## src/rtl/sar_seq_pkg.sv

```systemverilog
package sar_seq_pkg;

   typedef enum logic [2:0] {
      ST_SAMPLE,
      ST_CONV,
      ST_LSBREP,
      ST_TAIL,
      ST_PDOWN
   } seq_state_e;

   function automatic int cnt_width(input int nbits);
      return $clog2(2 * nbits + 1) + 1;
   endfunction

endpackage

```

## src/rtl/sar_trial_reg.sv

```systemverilog
module sar_trial_reg #(
   parameter int NBITS = 12
) (
   input  logic             clk,
   input  logic             rst_n,
   input  logic             start,
   input  logic             decide,
   input  logic             cmp_ge,
   output logic [NBITS-1:0] code
);
   localparam logic [NBITS-1:0] TOP_ONLY = {1'b1, {(NBITS-1){1'b0}}};

   logic [NBITS-1:0] code_q, code_d, cur_q;
   logic [NBITS:0]   cur_ext;

   assign cur_ext = {1'b0, cur_q};

   generate
      for (genvar g = 0; g < NBITS; g++) begin : g_bit
         assign code_d[g] = start  ? TOP_ONLY[g] :
                            decide ? (cur_q[g]       ? cmp_ge :
                                      cur_ext[g + 1] ? 1'b1   : code_q[g]) :
                                     code_q[g];
      end
   endgenerate

   always_ff @(posedge clk or negedge rst_n) begin
      if (!rst_n) begin
         code_q <= '0;
         cur_q  <= '0;
      end else begin
         code_q <= code_d;
         if (start)
            cur_q <= TOP_ONLY;
         else if (decide)
            cur_q <= cur_q >> 1;
      end
   end

   assign code = code_q;
endmodule

```

## src/rtl/sar_seq_fsm.sv

```systemverilog
module sar_seq_fsm
   import sar_seq_pkg::*;
#(
   parameter int NBITS = 12
) (
   input  logic             clk,
   input  logic             rst_n,
   input  logic             conv_ctl,
   input  logic             cmp_ge,
   input  logic [NBITS-1:0] code,
   output logic             start,
   output logic             decide,
   output logic             busy,
   output logic             sdata,
   output logic             sdata_oe,
   output logic             pdown
);
   localparam int            CW       = cnt_width(NBITS);
   localparam logic [CW-1:0] LAST_DEC = CW'(NBITS);
   localparam logic [CW-1:0] REP_END  = CW'(2 * NBITS);
   localparam logic [CW-1:0] ONE      = CW'(1);

   seq_state_e       st_q, st_n;
   logic [CW-1:0]    cnt_q, cnt_n;
   logic             hi_q, hi_n, pd_q, pd_n, sd_q, sd_n, oe_q, oe_n;
   logic [NBITS-1:0] rep_vec;
   logic             rep_bit;

   assign rep_vec = code >> (cnt_q - LAST_DEC);
   assign rep_bit = rep_vec[0];

   always_comb begin
      st_n   = st_q;
      cnt_n  = cnt_q;
      hi_n   = hi_q;
      pd_n   = pd_q;
      sd_n   = sd_q;
      oe_n   = oe_q;
      start  = 1'b0;
      decide = 1'b0;
      unique case (st_q)
         ST_SAMPLE: begin
            if (!conv_ctl) begin
               st_n  = ST_CONV;
               cnt_n = ONE;
               hi_n  = 1'b0;
               sd_n  = 1'b0;
               oe_n  = 1'b1;
               start = 1'b1;
            end
         end
         ST_CONV: begin
            if (cnt_q <= LAST_DEC) begin
               if (hi_q && !conv_ctl) begin
                  st_n = ST_PDOWN;
                  pd_n = 1'b1;
                  oe_n = 1'b0;
                  sd_n = 1'b0;
               end else begin
                  decide = 1'b1;
                  sd_n   = cmp_ge;
                  cnt_n  = cnt_q + ONE;
                  hi_n   = hi_q | conv_ctl;
                  if (cnt_q == LAST_DEC && !conv_ctl && !hi_q)
                     pd_n = 1'b1;
               end
            end else if (conv_ctl) begin
               st_n = ST_SAMPLE;
               pd_n = 1'b0;
               oe_n = 1'b0;
               sd_n = 1'b0;
            end else if (hi_q) begin
               st_n  = ST_LSBREP;
               pd_n  = 1'b1;
               cnt_n = cnt_q + ONE;
               sd_n  = rep_bit;
            end else begin
               st_n = ST_PDOWN;
               pd_n = 1'b1;
               oe_n = 1'b0;
               sd_n = 1'b0;
            end
         end
         ST_LSBREP: begin
            if (conv_ctl) begin
               st_n = ST_SAMPLE;
               pd_n = 1'b0;
               oe_n = 1'b0;
               sd_n = 1'b0;
            end else if (cnt_q == REP_END) begin
               st_n = ST_TAIL;
               sd_n = 1'b0;
            end else begin
               cnt_n = cnt_q + ONE;
               sd_n  = rep_bit;
            end
         end
         ST_TAIL, ST_PDOWN: begin
            if (conv_ctl) begin
               st_n = ST_SAMPLE;
               pd_n = 1'b0;
               oe_n = 1'b0;
               sd_n = 1'b0;
            end
         end
         default: st_n = ST_SAMPLE;
      endcase
   end

   always_ff @(posedge clk or negedge rst_n) begin
      if (!rst_n) begin
         st_q  <= ST_SAMPLE;
         cnt_q <= '0;
         hi_q  <= 1'b0;
         pd_q  <= 1'b0;
         sd_q  <= 1'b0;
         oe_q  <= 1'b0;
      end else begin
         st_q  <= st_n;
         cnt_q <= cnt_n;
         hi_q  <= hi_n;
         pd_q  <= pd_n;
         sd_q  <= sd_n;
         oe_q  <= oe_n;
      end
   end

   assign busy     = (st_q == ST_CONV) || (st_q == ST_LSBREP);
   assign sdata    = sd_q;
   assign sdata_oe = oe_q;
   assign pdown    = pd_q;
endmodule

```

## src/rtl/sar_sequencer.sv

```systemverilog
module sar_sequencer #(
   parameter int NBITS = 12
) (
   input  logic             clk,
   input  logic             rst_n,
   input  logic             conv_ctl,
   input  logic             cmp_ge,
   output logic [NBITS-1:0] trial_code,
   output logic             hold,
   output logic             pdown,
   output logic             sdata,
   output logic             sdata_oe
);
   generate
      if (NBITS < 4 || NBITS > 16) begin : g_bad_width
         $error("sar_sequencer: NBITS must lie between 4 and 16");
      end
   endgenerate

   logic start, decide, busy;

   sar_trial_reg #(.NBITS(NBITS)) u_trial (
      .clk    (clk),
      .rst_n  (rst_n),
      .start  (start),
      .decide (decide),
      .cmp_ge (cmp_ge),
      .code   (trial_code)
   );

   sar_seq_fsm #(.NBITS(NBITS)) u_fsm (
      .clk      (clk),
      .rst_n    (rst_n),
      .conv_ctl (conv_ctl),
      .cmp_ge   (cmp_ge),
      .code     (trial_code),
      .start    (start),
      .decide   (decide),
      .busy     (busy),
      .sdata    (sdata),
      .sdata_oe (sdata_oe),
      .pdown    (pdown)
   );

   // track/hold switch: closes on the convert level itself, not on a clock
   assign hold = busy | ~conv_ctl;
endmodule

```

## config.mk

```make
export PLATFORM = sky130hd
export DESIGN_NAME = sar_sequencer
export DESIGN_NICKNAME = d
export VERILOG_FILES = /design/src/rtl/sar_seq_pkg.sv /design/src/rtl/sar_trial_reg.sv /design/src/rtl/sar_seq_fsm.sv /design/src/rtl/sar_sequencer.sv
export SDC_FILE = /design/constraint.sdc
export NUM_CORES = 1
export LEC_CHECK = 0
export CAP_MARGIN = 15
export CORE_MARGIN = 8
export CORE_UTILIZATION = 55
export CTS_CLUSTER_DIAMETER = 40
export DETAILED_ROUTE_END_ITERATION = 6
export DONT_BUFFER_PORTS = 1
export GPL_TIMING_DRIVEN = 0
export MAX_ROUTING_LAYER = met4
export PLACE_DENSITY_LB_ADDON = 0.15
export SKIP_CTS_REPAIR_TIMING = 1
export SLEW_MARGIN = 30
export SYNTH_ARGS = -nofsm -noshare
export SYNTH_HDL_FRONTEND = slang
export SYNTH_SLANG_ARGS = --single-unit
```

## constraint.sdc

```tcl
create_clock -name clk -period 3 [get_ports clk]
set_input_delay 0.6 -clock clk [delete_from_list [all_inputs] [get_ports clk]]
set_output_delay 0.6 -clock clk [all_outputs]
set_load 0.02 [all_outputs]
```

* Yosys cells after proc, flatten, opt, wreduce, memory -nomap -nowiden
Index checks and enable logic that the tools add are counted.
** Cells by class
- Add/sub/neg operators :: 2
- Magnitude comparators :: 1
- Equality and inequality tests :: 20
- Shift-type cells :: 1
- Muxes and demuxes :: 93
- Bitwise gates (word level) :: 3
- Reductions and logical operators :: 45
** Operators with widths (number)
- two-way mux 1 bit :: 70
- two-way mux 6 bit :: 7
- nonzero test 3 bit :: 13
- two-way mux 12 bit :: 2
- two-way mux 3 bit :: 8
- AND reduction 2 bit :: 12
- one-hot mux 6 bit (3 select lines) :: 1
- one-hot mux 3 bit (4 select lines) :: 1
- right shift 12 x 6 -> 1 bit :: 1
- != test 2 bit, second input constant :: 5
- != test 4 bit, second input constant :: 2
- AND reduction 4 bit :: 2
- nonzero test 2 bit :: 4
- AND reduction 7 bit :: 1
- adder 6 x 1 -> 6 bit, second input constant :: 1
- equality test 3 x 2 -> 1 bit, second input constant :: 2
- equality test 6 x 4 -> 1 bit, second input constant :: 1
- equality test 6 x 5 -> 1 bit, second input constant :: 1
- <= comparator 6 x 4 -> 1 bit, second input constant :: 1
- != test 3 x 2 -> 1 bit, second input constant :: 2
- != test 3 bit, second input constant :: 2
- AND reduction 3 bit :: 2
- subtractor 6 x 4 -> 6 bit, second input constant :: 1
- AND reduction 5 bit :: 1
- other kinds (16) :: 22
** Word-level totals
- Bits in registers :: 37
- Bits of input ports :: 4
- Output and inout port bits :: 16
- Word-level logic and storage cells :: 184

* Longest topological paths before layout
- Depth after elaboration :: 7
- Gate-level depth with buffers :: 8
- Gate-level depth less buffers :: 7

* Modules after synthesis
A second synthesis with hierarchy kept.
** Unflattened totals
- Cells, all modules :: 224
- Area, all modules :: 2239.6 µm²
** Modules (own cells, without submodules)
- sar_seq_fsm :: times used 1, cells each 132, area an instance 1141.1 µm², seq. area each 325.3 µm²
- sar_trial_reg :: times used 1, cells each 91, area an instance 1092.3 µm², seq. area each 600.6 µm²
- sar_sequencer :: times used 1, cells each 1, area an instance 6.3 µm², seq. area each 0.0 µm²

* Worst setup path before layout
Ideal clock, no wire load.
- Path kind :: register -> register
- From :: register u_fsm.cnt_q[0]
- To :: register u_fsm.cnt_q[2]
- Library setup time :: 0.125 ns
- Data arrival time :: 1.813 ns
- Data required time :: 2.875 ns
- Slack :: 1.063 ns
- Cell stages (with the launch flop) :: 8
- Buffers on the path :: 0
- Clock period less this slack :: 1.937 ns
- Cells stage by stage :: dfrtp_1 inv_1 ha_1 nand2b_1 a21o_1 a31oi_2 nand3_1 mux2_2
** Between the ends
- Word-level cells in the longest chain between the ends :: 5
- Elaborated cells between the ends (all ways) :: 15
- Classes of those cells :: add/sub: 1; order compare: 1; eq/ne: 5; mux: 7; reduce/logical: 1
** Ends and longest elaborated chain
- start, declared :: RTL line sar_seq_fsm.sv:24 : logic [CW-1:0] cnt_q, cnt_n;
- start signal, assigned :: RTL line sar_seq_fsm.sv:120 : cnt_q <= cnt_n;
- adder 6 x 1 -> 6 bit :: RTL line sar_seq_fsm.sv:62, sar_seq_fsm.sv:75, sar_seq_fsm.sv:94
- two-way mux 6 bit :: RTL line sar_seq_fsm.sv:72 : end else if (hi_q) begin
- two-way mux 6 bit :: RTL line sar_seq_fsm.sv:67 : end else if (conv_ctl) begin
- two-way mux 6 bit :: RTL line sar_seq_fsm.sv:53 : if (cnt_q <= LAST_DEC) begin
- one-hot mux 6 bit (3 select lines) :: RTL line sar_seq_fsm.sv:41 : unique case (st_q)
Parallel ways exist; a longest one is shown, timed or not. The select of a mux whose other input is x is not followed.
A chain may end at the register's enable or synchronous reset.

* Final worst setup path
Same ends and word-level chain as after synthesis.

==> results.md <==
* Setup crit end kind: flip-flop
* RSZ-0062 raised after global routing: no
* Later-pin clock latency in the skew report at 0.29 ns
* Slew headroom at 0.5379
* Peak supply drop at 0.4777 mV
* Post-Route Utilization at 0.6213
* Fill cells at 306
* First-pass GRT wire length at 8128 um
* Syn Area/Cell at 9.880 um^2
* Gate count after technology mapping at 213
* Max Cap Violations at 0
* Tot Pwr at 2.115 mW
* Sequential area share after synthesis at 0.4400
* CTS H-tree lvls at 2
* DRC at 0
* CTS clk-pin slew, worst paths at 0.08 ns
* WP data required at 3.17 ns
* Yosys top cell area share at 0.4400
* Most common cell in the synthesized netlist: dfrtp_1
* Post-synth EDFFs at 0
* TritonCTS Buffers at 5
* Setup slack, reg-to-reg at 0.66 ns
* Top cells by area, synth: dfrtp_1 44%, nand2_1 4.3%, a221oi_2 3.6%
* Site Rows at 22
* DP Area at 2165 um^2
* Worst slew pin tran at 0.6859 ns
* Biggest area consumer among synthesized cells: dfrtp_1
* Clock Tree Buf Depth at 2
* Initial Util at 0.5748
* Initial antenna violation count at 0
* P&R area growth vs syn at 8.086%
* Critical Path Fanout Max at 6
* Synth Flop Type: dfrtp_1
* Critical-path cell list: inv_1, ha_1, nand2b_1, a21o_1, a31oi_2, nand3_1, mux2_2
* Drt pass-1 iters at 4
* # diodes at 0
* Die area at 6061 um^2
* WL met3 at 233 um
* Avg WL per Cell at 17.92 um
* Psw at 0.9502 mW
* Final Skew at 0.006010 ns
* R2R cell count at 7
* Port Buf Inserts at 0
* Post-route clock period utilization at 0.7788
* Fraction of layout cells with a size suffix above 1 at 0.1577
* Routed vias at 1695
* Detail Route Antenna Nets at 0
* Final WL at 4838 um
* Max Slew Vio Count at 0
* Slowest-stage cell, CP: dfrtp_1
* Routed length on met1 at 2077 um
* Vias in the first global route at 1676
* CP bufs+invs at 1
* Die Wd at 77.86 um
* Ports at 20
* Top Metal Used: met4
* CTS tree: done
* Min Tclk post-route at 2.336 ns
* Post-synth ARST share at 1.000
* Run status: completed
* Die height at 77.86 um
* Final hold violations at 0
* Syn Nets at 221
* Post-Syn Area at 2105 um^2
* Arrival @ worst endpoint at 2.51 ns
* Critical path depth in cells at 7
* GRT overflow at 0
* Reg-to-Reg Start: u_fsm.cnt_q[0]
* Metal2 WL at 2484 um
* Vias/cell at 6.278
* Synth cell types at 50
* Crit path kind: flip-flop to flip-flop
* Leak Pwr at 0.9819 nW
* GRT Util Overall at 0.1701
* Yosys warns at 0
* Setup Viol. Count Final at 0
* Fin Setup TNS at 0 ns
* Startpoint types: flip-flop
* Detailed placement HPWL at 3493 um
* Switching Fraction at 0.4493
* Flops & latches, synth at 37
* Largest net degree at the start of global routing at 38
* Post-layout nets at 229
* Worst r2r dst: u_fsm.cnt_q[2]
* Commonest cells post-synth: 37 x dfrtp_1, 24 x nand2_1, 18 x inv_1
* Comb pwr share at 0.411
* Fmax at 428.0 MHz
* CP delay by family, top: compound AO/OA/AOI/OAI gates
* Initial DRC Count at 116
* CTS Sinks at 37
* Root Buffer: clkbuf_8
* Internal cell power at 1.165 mW
* Power per standard cell area at 929.7 nW/um^2
* Reg power frac at 0.432
* Final Wtd Congestion at 0.9454
* Post-route cell area at 2275 um^2
* Hold/Removal Path Class: input pin to async pin
* Crit path largest cell delay at 0.54 ns
* Core Region at 3661 um^2
* Clk network pwr share at 0.158
==> flip-flops by register name, summed over array words and instances, names as in the netlist <==
signal,count
u_fsm.st_q,3
u_trial.cur_q,12
u_fsm.sdata_oe,1
u_trial.code,12
u_fsm.sdata,1
u_fsm.pdown,1
u_fsm.cnt_q,6
u_fsm.hi_q,1
==> routing by layer <==
metal	global-route usage	vias up
met1	0.1971	856
li1	-	798
met3	0.05069	6
met2	0.2765	35
met4	0.05283	0
met5	-	-
==> how the worst max path moves through the flow <==
stage                         from               to  slack, ns
CTS                 u_fsm.cnt_q[0]  u_trial.code[3]       0.67
global route        u_fsm.cnt_q[0]  u_trial.code[1]       0.50
finish              u_fsm.cnt_q[0]   u_fsm.cnt_q[2]       0.66
floorplan           u_fsm.cnt_q[0]   u_fsm.cnt_q[2]       1.06
detailed placement  u_fsm.cnt_q[0]  u_trial.code[3]       0.71
global placement    u_fsm.cnt_q[0]   u_fsm.cnt_q[2]       0.76
==> placed cells by master, fill, tap and decap left out, drive strengths merged, types with 2 or more instances in the layout <==
cell type	count
dfrtp	37
nand2	25
inv	19
o21ai	18
nor2	14
a21oi	10
a221oi	10
clkbuf	9
buf	7
mux2i	6
a22o	6
nor3	6
nand4	5
nand3	4
ha	4
a21boi	3
or2	3
a22oi	3
a31oi	3
o2111a	2
nor2b	2
a32oi	2
nand2b	2
and3	2
mux4	2
o41ai	2
clkinv	2
nor3b	2
mux2	2
==> kinds of logic (layout without fill, tap and decap cells) <==
logic type,after synthesis,count (layout),share of synthesized area
xor gates and xnor gates,1,1,0.004162
AOI/OAI and AO/OA,65,65,0.2396
DFF,37,37,0.4400
muxes,10,10,0.06064
adders and majority gates,4,4,0.02378
and+or+nand+nor,68,68,0.1706
buffers and inverters,28,37,0.06123
==> per-stage QoR <==
| stage | hold WS (ns) | setup slack [ns] | instances |
|---|---|---|---|
| 2_1_floorplan | 0.3044 | 1.063 | 213 |
| 3_3_place_gp | 0.3056 | 0.7583 | 261 |
| 3_5_place_dp | 0.3058 | 0.7081 | 261 |
| 4_1_cts | -0.008446 | 0.6740 | 269 |
| 5_1_grt | 0.1451 | 0.4970 | 270 |
| 6_report | 0.1333 | 0.6635 | 270 |
==> final cells by class <==
class,instances,area (um^2),area share
repair buffers,1,27.53,0.01210
clock inverters,2,10.01,0.004400
inverters,19,73.82,0.03245
well taps,48,60.06,0.02640
plain buffers,9,55.05,0.02420
clock buffers,6,72.57,0.03190
flip-flops and latches,37,925.9,0.4070
multi-input cells,148,1050,0.4615
==> power groups by stage <==
stage               logic (mW)  registers, mW  clock network, mW
global placement         0.824          0.915                  0
floorplan                0.685          0.864                  0
CTS                      0.856          0.913              0.342
global route             0.956          0.941              0.362
detailed placement       0.848          0.922                  0
finish                   0.868          0.913              0.334
Note: power is estimated with default switching activity, not from simulation.
